$ cat config.mk
export PLATFORM = sky130hd
export DESIGN_NAME = pix_addr_unit
export DESIGN_NICKNAME = d
export VERILOG_FILES = /design/src/rtl/pix_addr_unit.sv
export SDC_FILE = /design/constraint.sdc
export NUM_CORES = 1
export LEC_CHECK = 0
export BUFFER_PORTS_ARGS = -buffer_cell sky130_fd_sc_hd__buf_2
export CORE_MARGIN = 2
export CORE_UTILIZATION = 54
export DETAILED_ROUTE_END_ITERATION = 7
export GPL_ROUTABILITY_DRIVEN = 0
export PLACE_DENSITY_LB_ADDON = 0.12
export SYNTH_ARGS = -nofsm -noshare
export SYNTH_HDL_FRONTEND = slang
export SYNTH_SLANG_ARGS = --single-unit
$ cat constraint.sdc
create_clock -name clk -period 4.56 [get_ports clk]
set_input_delay 0.228 -clock clk [delete_from_list [all_inputs] [get_ports clk]]
set_output_delay 0.228 -clock clk [all_outputs]
set_load 0.1 [all_outputs]
$ cat src/rtl/pix_addr_unit.sv
module pix_addr_unit #(
  parameter int AW = 19,
  parameter int XW = 11,
  parameter int YW = 11
) (
  input  logic          clk,
  input  logic          rst_n,
  input  logic          req_valid,
  input  logic          req_set,
  input  logic [XW-1:0] req_x,
  input  logic [YW-1:0] req_y,
  input  logic [1:0]    req_mode,
  input  logic [1:0]    width_sel,
  input  logic [1:0]    depth_sel,
  output logic          addr_valid,
  output logic [AW-1:0] addr_out,
  output logic [2:0]    addr_bitpos,
  output logic          mem_rd,
  input  logic [15:0]   mem_rdata,
  output logic          rsp_valid,
  output logic [15:0]   rsp_data
);
  localparam int BW = AW + 3;

  logic          use_bitmap;
  logic [3:0]    wlog;
  logic [2:0]    blog;
  logic [BW-1:0] pix_idx, bit_addr;
  logic [2:0]    off_q, off2_q, blog_q, blog2_q;
  logic [7:0]    lj;

  assign use_bitmap = req_set | req_mode[1];
  assign wlog = use_bitmap ? 4'd8 + {2'b0, width_sel} : (req_mode[0] ? 4'd9 : 4'd8);
  assign blog = use_bitmap ? {1'b0, depth_sel} + 3'd1 : 3'd2;

  assign pix_idx  = (BW'(req_y) << wlog) + BW'(req_x);
  assign bit_addr = pix_idx << blog;

  always_ff @(posedge clk) begin
    if (!rst_n) begin
      addr_valid <= 1'b0;
      mem_rd     <= 1'b0;
      rsp_valid  <= 1'b0;
      addr_out   <= '0;
      off_q      <= '0;
      blog_q     <= 3'd1;
      off2_q     <= '0;
      blog2_q    <= 3'd1;
    end else begin
      addr_valid <= req_valid;
      mem_rd     <= req_valid & ~req_set;
      rsp_valid  <= mem_rd;
      if (req_valid) begin
        addr_out <= bit_addr[BW-1:3];
        off_q    <= bit_addr[2:0];
        blog_q   <= blog;
      end
      if (mem_rd) begin
        off2_q  <= off_q;
        blog2_q <= blog_q;
      end
    end
  end

  assign addr_bitpos = (blog_q == 3'd1) ? 3'(3'd6 - off_q) :
                       (blog_q == 3'd2) ? 3'(3'd4 - off_q) : 3'd0;

  assign lj = mem_rdata[7:0] << off2_q;

  always_comb begin
    case (blog2_q)
      3'd1:    rsp_data = {8'h00, lj[7:6], 6'b0};
      3'd2:    rsp_data = {8'h00, lj[7:4], 4'b0};
      3'd3:    rsp_data = {8'h00, mem_rdata[7:0]};
      default: rsp_data = mem_rdata;
    endcase
  end
endmodule

==> impl_metrics.env, run 1 <==
export IMPL_crit_arrival_ns=3.70
export IMPL_async_flop_share_pct=0
export IMPL_antenna_cells=0
export IMPL_clkPwrFrac_pct=24.3
export IMPL_synth_seq_cells=34
export IMPL_hp_class="in -> reg"
export IMPL_p_switching_mw=0.518
export IMPL_ys_warn_count=0
export IMPL_crit_path_end_kind="register"
export IMPL_clock_skew_ns=0.00575
export IMPL_p_sw_share_pct=44.8
export IMPL_core_area_um2=5920
export IMPL_cts_resized=0
export IMPL_crit_path_max_fanout=8
export IMPL_cts_setup_buffers=0
export IMPL_area_growth_pct=14.8
export IMPL_outcome="completed"
export IMPL_gr_total_overflow=0
export IMPL_relSlewSlack_pct=41.6
export IMPL_final_util_pct=64.1
export IMPL_clock_fmax_mhz=286
export IMPL_numPortBuffers=88
export IMPL_grt_pass1_wl_mm=14.2
export IMPL_antenna_found_initial=0
export IMPL_nets=570
export IMPL_insertion_delay_ns=0.29
export IMPL_dr_pass1_iters=5
export IMPL_grt_max_degree=35
export IMPL_io_pins=89
export IMPL_drt_total_wl_mm=9.07
export IMPL_seq_area_frac_synth_pct=20.6
export IMPL_synthesis_nets=501
export IMPL_syn_inst=446
export IMPL_finalCriticalPeriod_ns=3.49
export IMPL_fin_setup_tns_ns=0
export IMPL_max_slew_worst_pin_slew_ns=0.877
export IMPL_dpl_hpwl_mm=6.96
export IMPL_holdBufCountCts=0
export IMPL_netlist_cell_type_count=70
export IMPL_avgSynthCellArea_um2=7.41
export IMPL_seq_power_share_pct=28.9
export IMPL_design_area_um2=3790
export IMPL_powerDensity_nw_per_um2=304
export IMPL_die_x_um=82.2
export IMPL_cts_root_buf="clkbuf_8"
export IMPL_setup_violations=0
export IMPL_post_route_drc_count=0
export IMPL_cp_start_kind="input pin"
export IMPL_dpl_worst_slack_ns=0.814
export IMPL_chipHeight_um=82.2
export IMPL_power_frac_comb_pct=46.8
export IMPL_viasPerCell=6.01
export IMPL_grt_pass1_vias=3084
export IMPL_clock_path_buffers=2
export IMPL_peakVddDrop_uv=203
export IMPL_cts_tree="done"
export IMPL_fin_ws_ns=1.07
export IMPL_drive_above_1_share_pct=23.5
export IMPL_synth_edff_count=0
export IMPL_wire_per_inst_um=15.4
export IMPL_synthFlopType="dfxtp_1"
export IMPL_groute_usage_overall_pct=26.6
export IMPL_std_cell_rows=28
export IMPL_clk_pin_slew_worst_paths_ns=0.07
export IMPL_start_util_pct=55.8
export IMPL_p_int_mw=0.637
export IMPL_postRouteAntennaNets=0
export IMPL_maxSlewViolCount=0
export IMPL_placed_area_um2=3680
export IMPL_design_die_area_um2=6760
export IMPL_synth_area_um2=3300
export IMPL_totalPowerFinal_mw=1.15
export IMPL_required_ns=4.77
export IMPL_rsz0062_at_grt="no"
export IMPL_p_leak_nw=1.61
export IMPL_numCtsBuffers=5
export IMPL_drv_cap=0
export IMPL_htreeDepth=2
export IMPL_cts_sinks=34
export IMPL_hold_viol_final=0
export IMPL_period_share_pct=76.5
export IMPL_critical_path_class="in -> reg"
export IMPL_vias=3547
export IMPL_drt_iter0_drc=253
==> path summary, 6_finish.rpt <==
check / from / end / slack (ns) / cells past startpoint
worst min register to register: addr_out[5]$_SDFFE_PN0P_ / addr_out[5]$_SDFFE_PN0P_ / 0.48 / 2
worst max register to register: mem_rd$_SDFF_PN0_ / blog2_q[0]$_SDFFE_PN1P_ / 3.55 / 2
worst max-delay path: req_mode[1] / addr_out[16]$_SDFFE_PN0P_ / 1.07 / 14
worst min-delay path: req_set / mem_rd$_SDFF_PN0_ / 0.24 / 2
==> cells in the mapped netlist (7+ instances only) <==
| cell | number | area [um2] |
|---|---|---|
| nand2_1 | 55 | 206 |
| inv_1 | 11 | 41.3 |
| nor2_1 | 50 | 188 |
| a21oi_1 | 38 | 190 |
| xnor2_1 | 7 | 61.3 |
| nor2b_1 | 12 | 75.1 |
| nand3_1 | 12 | 60.1 |
| clkbuf_1 | 17 | 63.8 |
| and2_1 | 9 | 56.3 |
| a31oi_1 | 11 | 68.8 |
| a211oi_1 | 18 | 135 |
| a311oi_1 | 8 | 70.1 |
| mux2i_1 | 31 | 310 |
| dfxtp_1 | 34 | 681 |
| o21ai_0 | 23 | 115 |
| nor3_1 | 9 | 45.0 |
==> registers in the layout, summed over array words and instances, names as in the netlist <==
name / flops
off_q: 3
addr_valid: 1
addr_out: 19
rsp_valid: 1
mem_rd: 1
blog2_q: 3
off2_q: 3
blog_q: 3
==> metrics by stage <==
| step | cells | hold slack, ns |
|---|---|---|
| after floorplan | 446 | 0.366 |
| after global placement | 583 | 0.458 |
| after detailed placement | 583 | 0.466 |
| after CTS | 590 | 0.237 |
| after global routing | 590 | 0.256 |
| final | 590 | 0.242 |
==> power groups by stage <==
| stage | sequential (mW) | clock (mW) | combinational (mW) |
|---|---|---|---|
| finish | 0.334 | 0.280 | 0.540 |
| global route | 0.336 | 0.293 | 0.581 |
| CTS | 0.334 | 0.283 | 0.537 |
| detailed placement | 0.340 | 0 | 0.536 |
| global placement | 0.340 | 0 | 0.530 |
| floorplan | 0.465 | 0 | 0.307 |
==> routing by layer <==
| metal | vias to the layer above | part of all wire, % | GRT usage (%) | wire (um) |
|---|---|---|---|---|
| met5 | - | 0 | 0 | 0 |
| met4 | 0 | 1.8 | 8.67 | 159 |
| met3 | 17 | 6.5 | 3.70 | 590 |
| met2 | 142 | 47 | 44.4 | 4310 |
| met1 | 1602 | 44 | 35.2 | 4010 |
| li1 | 1786 | - | - | - |
==> placed cells by master (no fill, tap or decap), types with 3 or more instances in the layout <==
cell type / synthesis / routed
buf_2: 0 / 88
nand2_1: 55 / 55
nor2_1: 50 / 50
a21oi_1: 38 / 38
dfxtp_1: 34 / 34
mux2i_1: 31 / 31
o21ai_0: 23 / 23
a211oi_1: 18 / 18
nor2b_1: 12 / 12
nand3_1: 12 / 12
inv_1: 11 / 11
a31oi_1: 11 / 11
and2_1: 9 / 9
nor3_1: 9 / 9
a311oi_1: 8 / 8
xnor2_1: 7 / 7
o211ai_1: 6 / 6
ha_1: 6 / 6
clkbuf_8: 2 / 6
and3_1: 5 / 5
nand3b_1: 4 / 4
nand4_1: 4 / 4
o31ai_1: 4 / 4
nand2b_1: 3 / 3
a32oi_1: 3 / 3
o2111ai_1: 3 / 3
buf_4: 1 / 3
==> final cells by class <==
| cell class | count | area (um2) |
|---|---|---|
| Tap cell | 75 | 93.8 |
| Clock buffer | 6 | 82.6 |
| Inverter | 11 | 41.3 |
| Multi-Input combinational cell | 372 | 2400 |
| Timing Repair Buffer | 91 | 463 |
| Fill cell | 557 | 2130 |
| Clock inverter | 1 | 30.0 |
| Sequential cell | 34 | 681 |
==> kinds of logic after synthesis <==
| kind of cell | synth area share, % |
|---|---|
| multiplexers | 12.2 |
| AND/OR/NAND/NOR | 27.9 |
| adder cells (fa/ha/maj) | 2.88 |
| XOR/XNOR | 2.12 |
| buffers and inverters | 6.70 |
| AO/OA/AOI/OAI | 27.5 |
| flip-flops | 20.6 |
==> critical path, cell delays in order <==
cell and delay [ns]:
buf_2 0.15, or3b_2 0.54, nand2_2 0.18, mux2i_1 0.09, or2_2 0.30, fa_1 0.43
inv_1 0.07, a21oi_1 0.08, a311o_2 0.37, nor4b_2 0.43, nand2_1 0.09, a21oi_1 0.35
mux2i_1 0.15, a211oi_2 0.25
Power figures use the tool's default switching activity.
==> inputs of run 2 (changes only) <==
--- a/config.mk
+++ b/config.mk
@@ -7,7 +7,7 @@
 export LEC_CHECK = 0
 export BUFFER_PORTS_ARGS = -buffer_cell sky130_fd_sc_hd__buf_2
 export CORE_MARGIN = 2
-export CORE_UTILIZATION = 54
+export CORE_UTILIZATION = 49
 export DETAILED_ROUTE_END_ITERATION = 7
 export GPL_ROUTABILITY_DRIVEN = 0
 export PLACE_DENSITY_LB_ADDON = 0.12
==> constraint.sdc (replaced) <==
create_clock -name clk -period 3.05 [get_ports clk]
set_input_delay 0.1525 -clock clk [delete_from_list [all_inputs] [get_ports clk]]
set_output_delay 0.1525 -clock clk [all_outputs]
set_load 0.1 [all_outputs]
==> impl_metrics.env, run 2 (synthesized netlist as in run 1, its figures left out) <==
export IMPL_finalCriticalPeriod_ns=3.09
export IMPL_rsz0062_at_grt="yes"
export IMPL_period_share_pct=101
export IMPL_vias=3783
export IMPL_design_area_um2=4180
export IMPL_top_register="addr_out"
export IMPL_p_leak_nw=1.81
export IMPL_reg2reg_from="mem_rd$_SDFF_PN0_"
export IMPL_holdPathStages=3
export IMPL_area_growth_pct=26.5
export IMPL_grt_max_degree=25
export IMPL_clock_skew_ns=0.00335
export IMPL_dpl_worst_slack_ns=-0.188
export IMPL_antenna_cells=0
export IMPL_chipHeight_um=86.1
export IMPL_final_common_cell="buf_2"
export IMPL_drt_iter0_drc=271
export IMPL_required_ns=3.21
export IMPL_clk_pin_slew_worst_paths_ns=0.08
export IMPL_die_x_um=86.1
export IMPL_stdcell_count=627
export IMPL_setup_violations=3
export IMPL_holdBufCountCts=0
export IMPL_std_cell_rows=29
export IMPL_dr_pass1_iters=5
export IMPL_outcome="finished with violations"
export IMPL_dpl_hpwl_mm=7.58
export IMPL_hold_viol_final=0
export IMPL_htreeDepth=2
export IMPL_final_cell_mix="86 x buf_2, 53 x nand2_1, 48 x nor2_1"
export IMPL_wire_per_inst_um=16.3
export IMPL_start_util_pct=51.4
export IMPL_r2r_end="off2_q[1]$_SDFFE_PN0P_"
export IMPL_maxSlewViolCount=0
export IMPL_cp_start_kind="input pin"
export IMPL_grt_pass1_wl_mm=16.6
export IMPL_numPortBuffers=88
export IMPL_placed_cells=615
export IMPL_crit_path_max_fanout=6
export IMPL_viasPerCell=6.03
export IMPL_critical_path_class="in -> reg"
export IMPL_violations="setup timing"
export IMPL_crit_path_end_kind="register"
export IMPL_post_route_drc_count=0
export IMPL_cts_root_buf="clkbuf_8"
export IMPL_drv_cap=0
export IMPL_antenna_found_initial=0
export IMPL_nets=605
export IMPL_io_pins=89
export IMPL_fin_setup_tns_ns=-0.0507
export IMPL_crit_arrival_ns=3.25
export IMPL_gr_total_overflow=0
export IMPL_clock_path_buffers=2
export IMPL_cts_sinks=34
export IMPL_totalPowerFinal_mw=1.73
export IMPL_fin_ws_ns=-0.0410
export IMPL_peakVddDrop_uv=237
export IMPL_core_area_um2=6420
export IMPL_critPathLaunch="req_set"
export IMPL_final_util_pct=65.0
export IMPL_drive_above_1_share_pct=32.4
export IMPL_insertion_delay_ns=0.28
export IMPL_cts_tree="done"
export IMPL_endpoint="addr_out[15]$_SDFFE_PN0P_"
export IMPL_placed_area_um2=3960
export IMPL_numCtsBuffers=5
export IMPL_postRouteAntennaNets=0
export IMPL_largest_reg_flops=19
export IMPL_holdWs_ns=0.126
export IMPL_design_die_area_um2=7410
export IMPL_hp_class="in -> reg"
export IMPL_relSlewSlack_pct=34.9
export IMPL_powerDensity_nw_per_um2=414
export IMPL_rrSetupSlack_ns=2.09
export IMPL_max_slew_worst_pin_slew_ns=0.976
export IMPL_clock_fmax_mhz=324
export IMPL_r2r_cells=2
export IMPL_drt_total_wl_mm=10.2
export IMPL_grt_pass1_vias=3495
export IMPL_groute_usage_overall_pct=27.3
[run 2: cell type report]
cell class,count,area (um2)
fillers,591,2240
flip-flops and latches,34,681
repair buffers,126,762
multi-input cells,372,2520
clock buffers,5,68.8
inverters,11,41.3
well taps,77,96.3
clock inverters,2,10.0
[run 2: per-layer routing]
metal  vias up  wire length [um]  track usage, %
li1       1848                 -               -
met1      1762              4500            36.4
met2       154              4980            46.4
met3        19               591            3.46
met4         0               166            7.22
met5         -                 0               0
[run 2: where the power goes]
group | total, mW | leakage [nW] | switching (mW) | internal (mW)
sequential | 0.500 | 0.280 | 0.0238 | 0.476
combinational | 0.905 | 1.48 | 0.633 | 0.272
clock | 0.324 | 0.0438 | 0.170 | 0.153
total | 1.73 | 1.81 | 0.827 | 0.901
[run 2: worst min path at each step]
| stage | from | end | slack [ns] |
|---|---|---|---|
| floorplan | rst_n | addr_out[8]$_SDFFE_PN0P_ | 0.29 |
| global placement | addr_out[0]$_SDFFE_PN0P_ | addr_out[0]$_SDFFE_PN0P_ | 0.46 |
| detailed placement | addr_out[0]$_SDFFE_PN0P_ | addr_out[0]$_SDFFE_PN0P_ | 0.46 |
| CTS | rst_n | blog_q[0]$_SDFFE_PN1P_ | 0.20 |
| global route | req_set | mem_rd$_SDFF_PN0_ | 0.12 |
| finish | req_set | mem_rd$_SDFF_PN0_ | 0.13 |
[run 2: worst max-delay path: stages]
cell and delay, ns:
buf_8 0.11, buf_12 0.12, o21a_1 0.21, nor2_2 0.16, nand2_2 0.08, nor2_2 0.12
ha_2 0.20, inv_2 0.04, fa_2 0.36, inv_2 0.07, a21oi_2 0.05, a311o_2 0.41
or4_4 0.54, a21oi_2 0.16, a21oi_2 0.06, a211oi_2 0.32, a211oi_2 0.08
[run 2: what timing repair did]
action                     CTS  global route
setup buffers                0             5
hold endpoints to repair     0             0
setup endpoints to repair    0             9
gates resized for setup      0            29
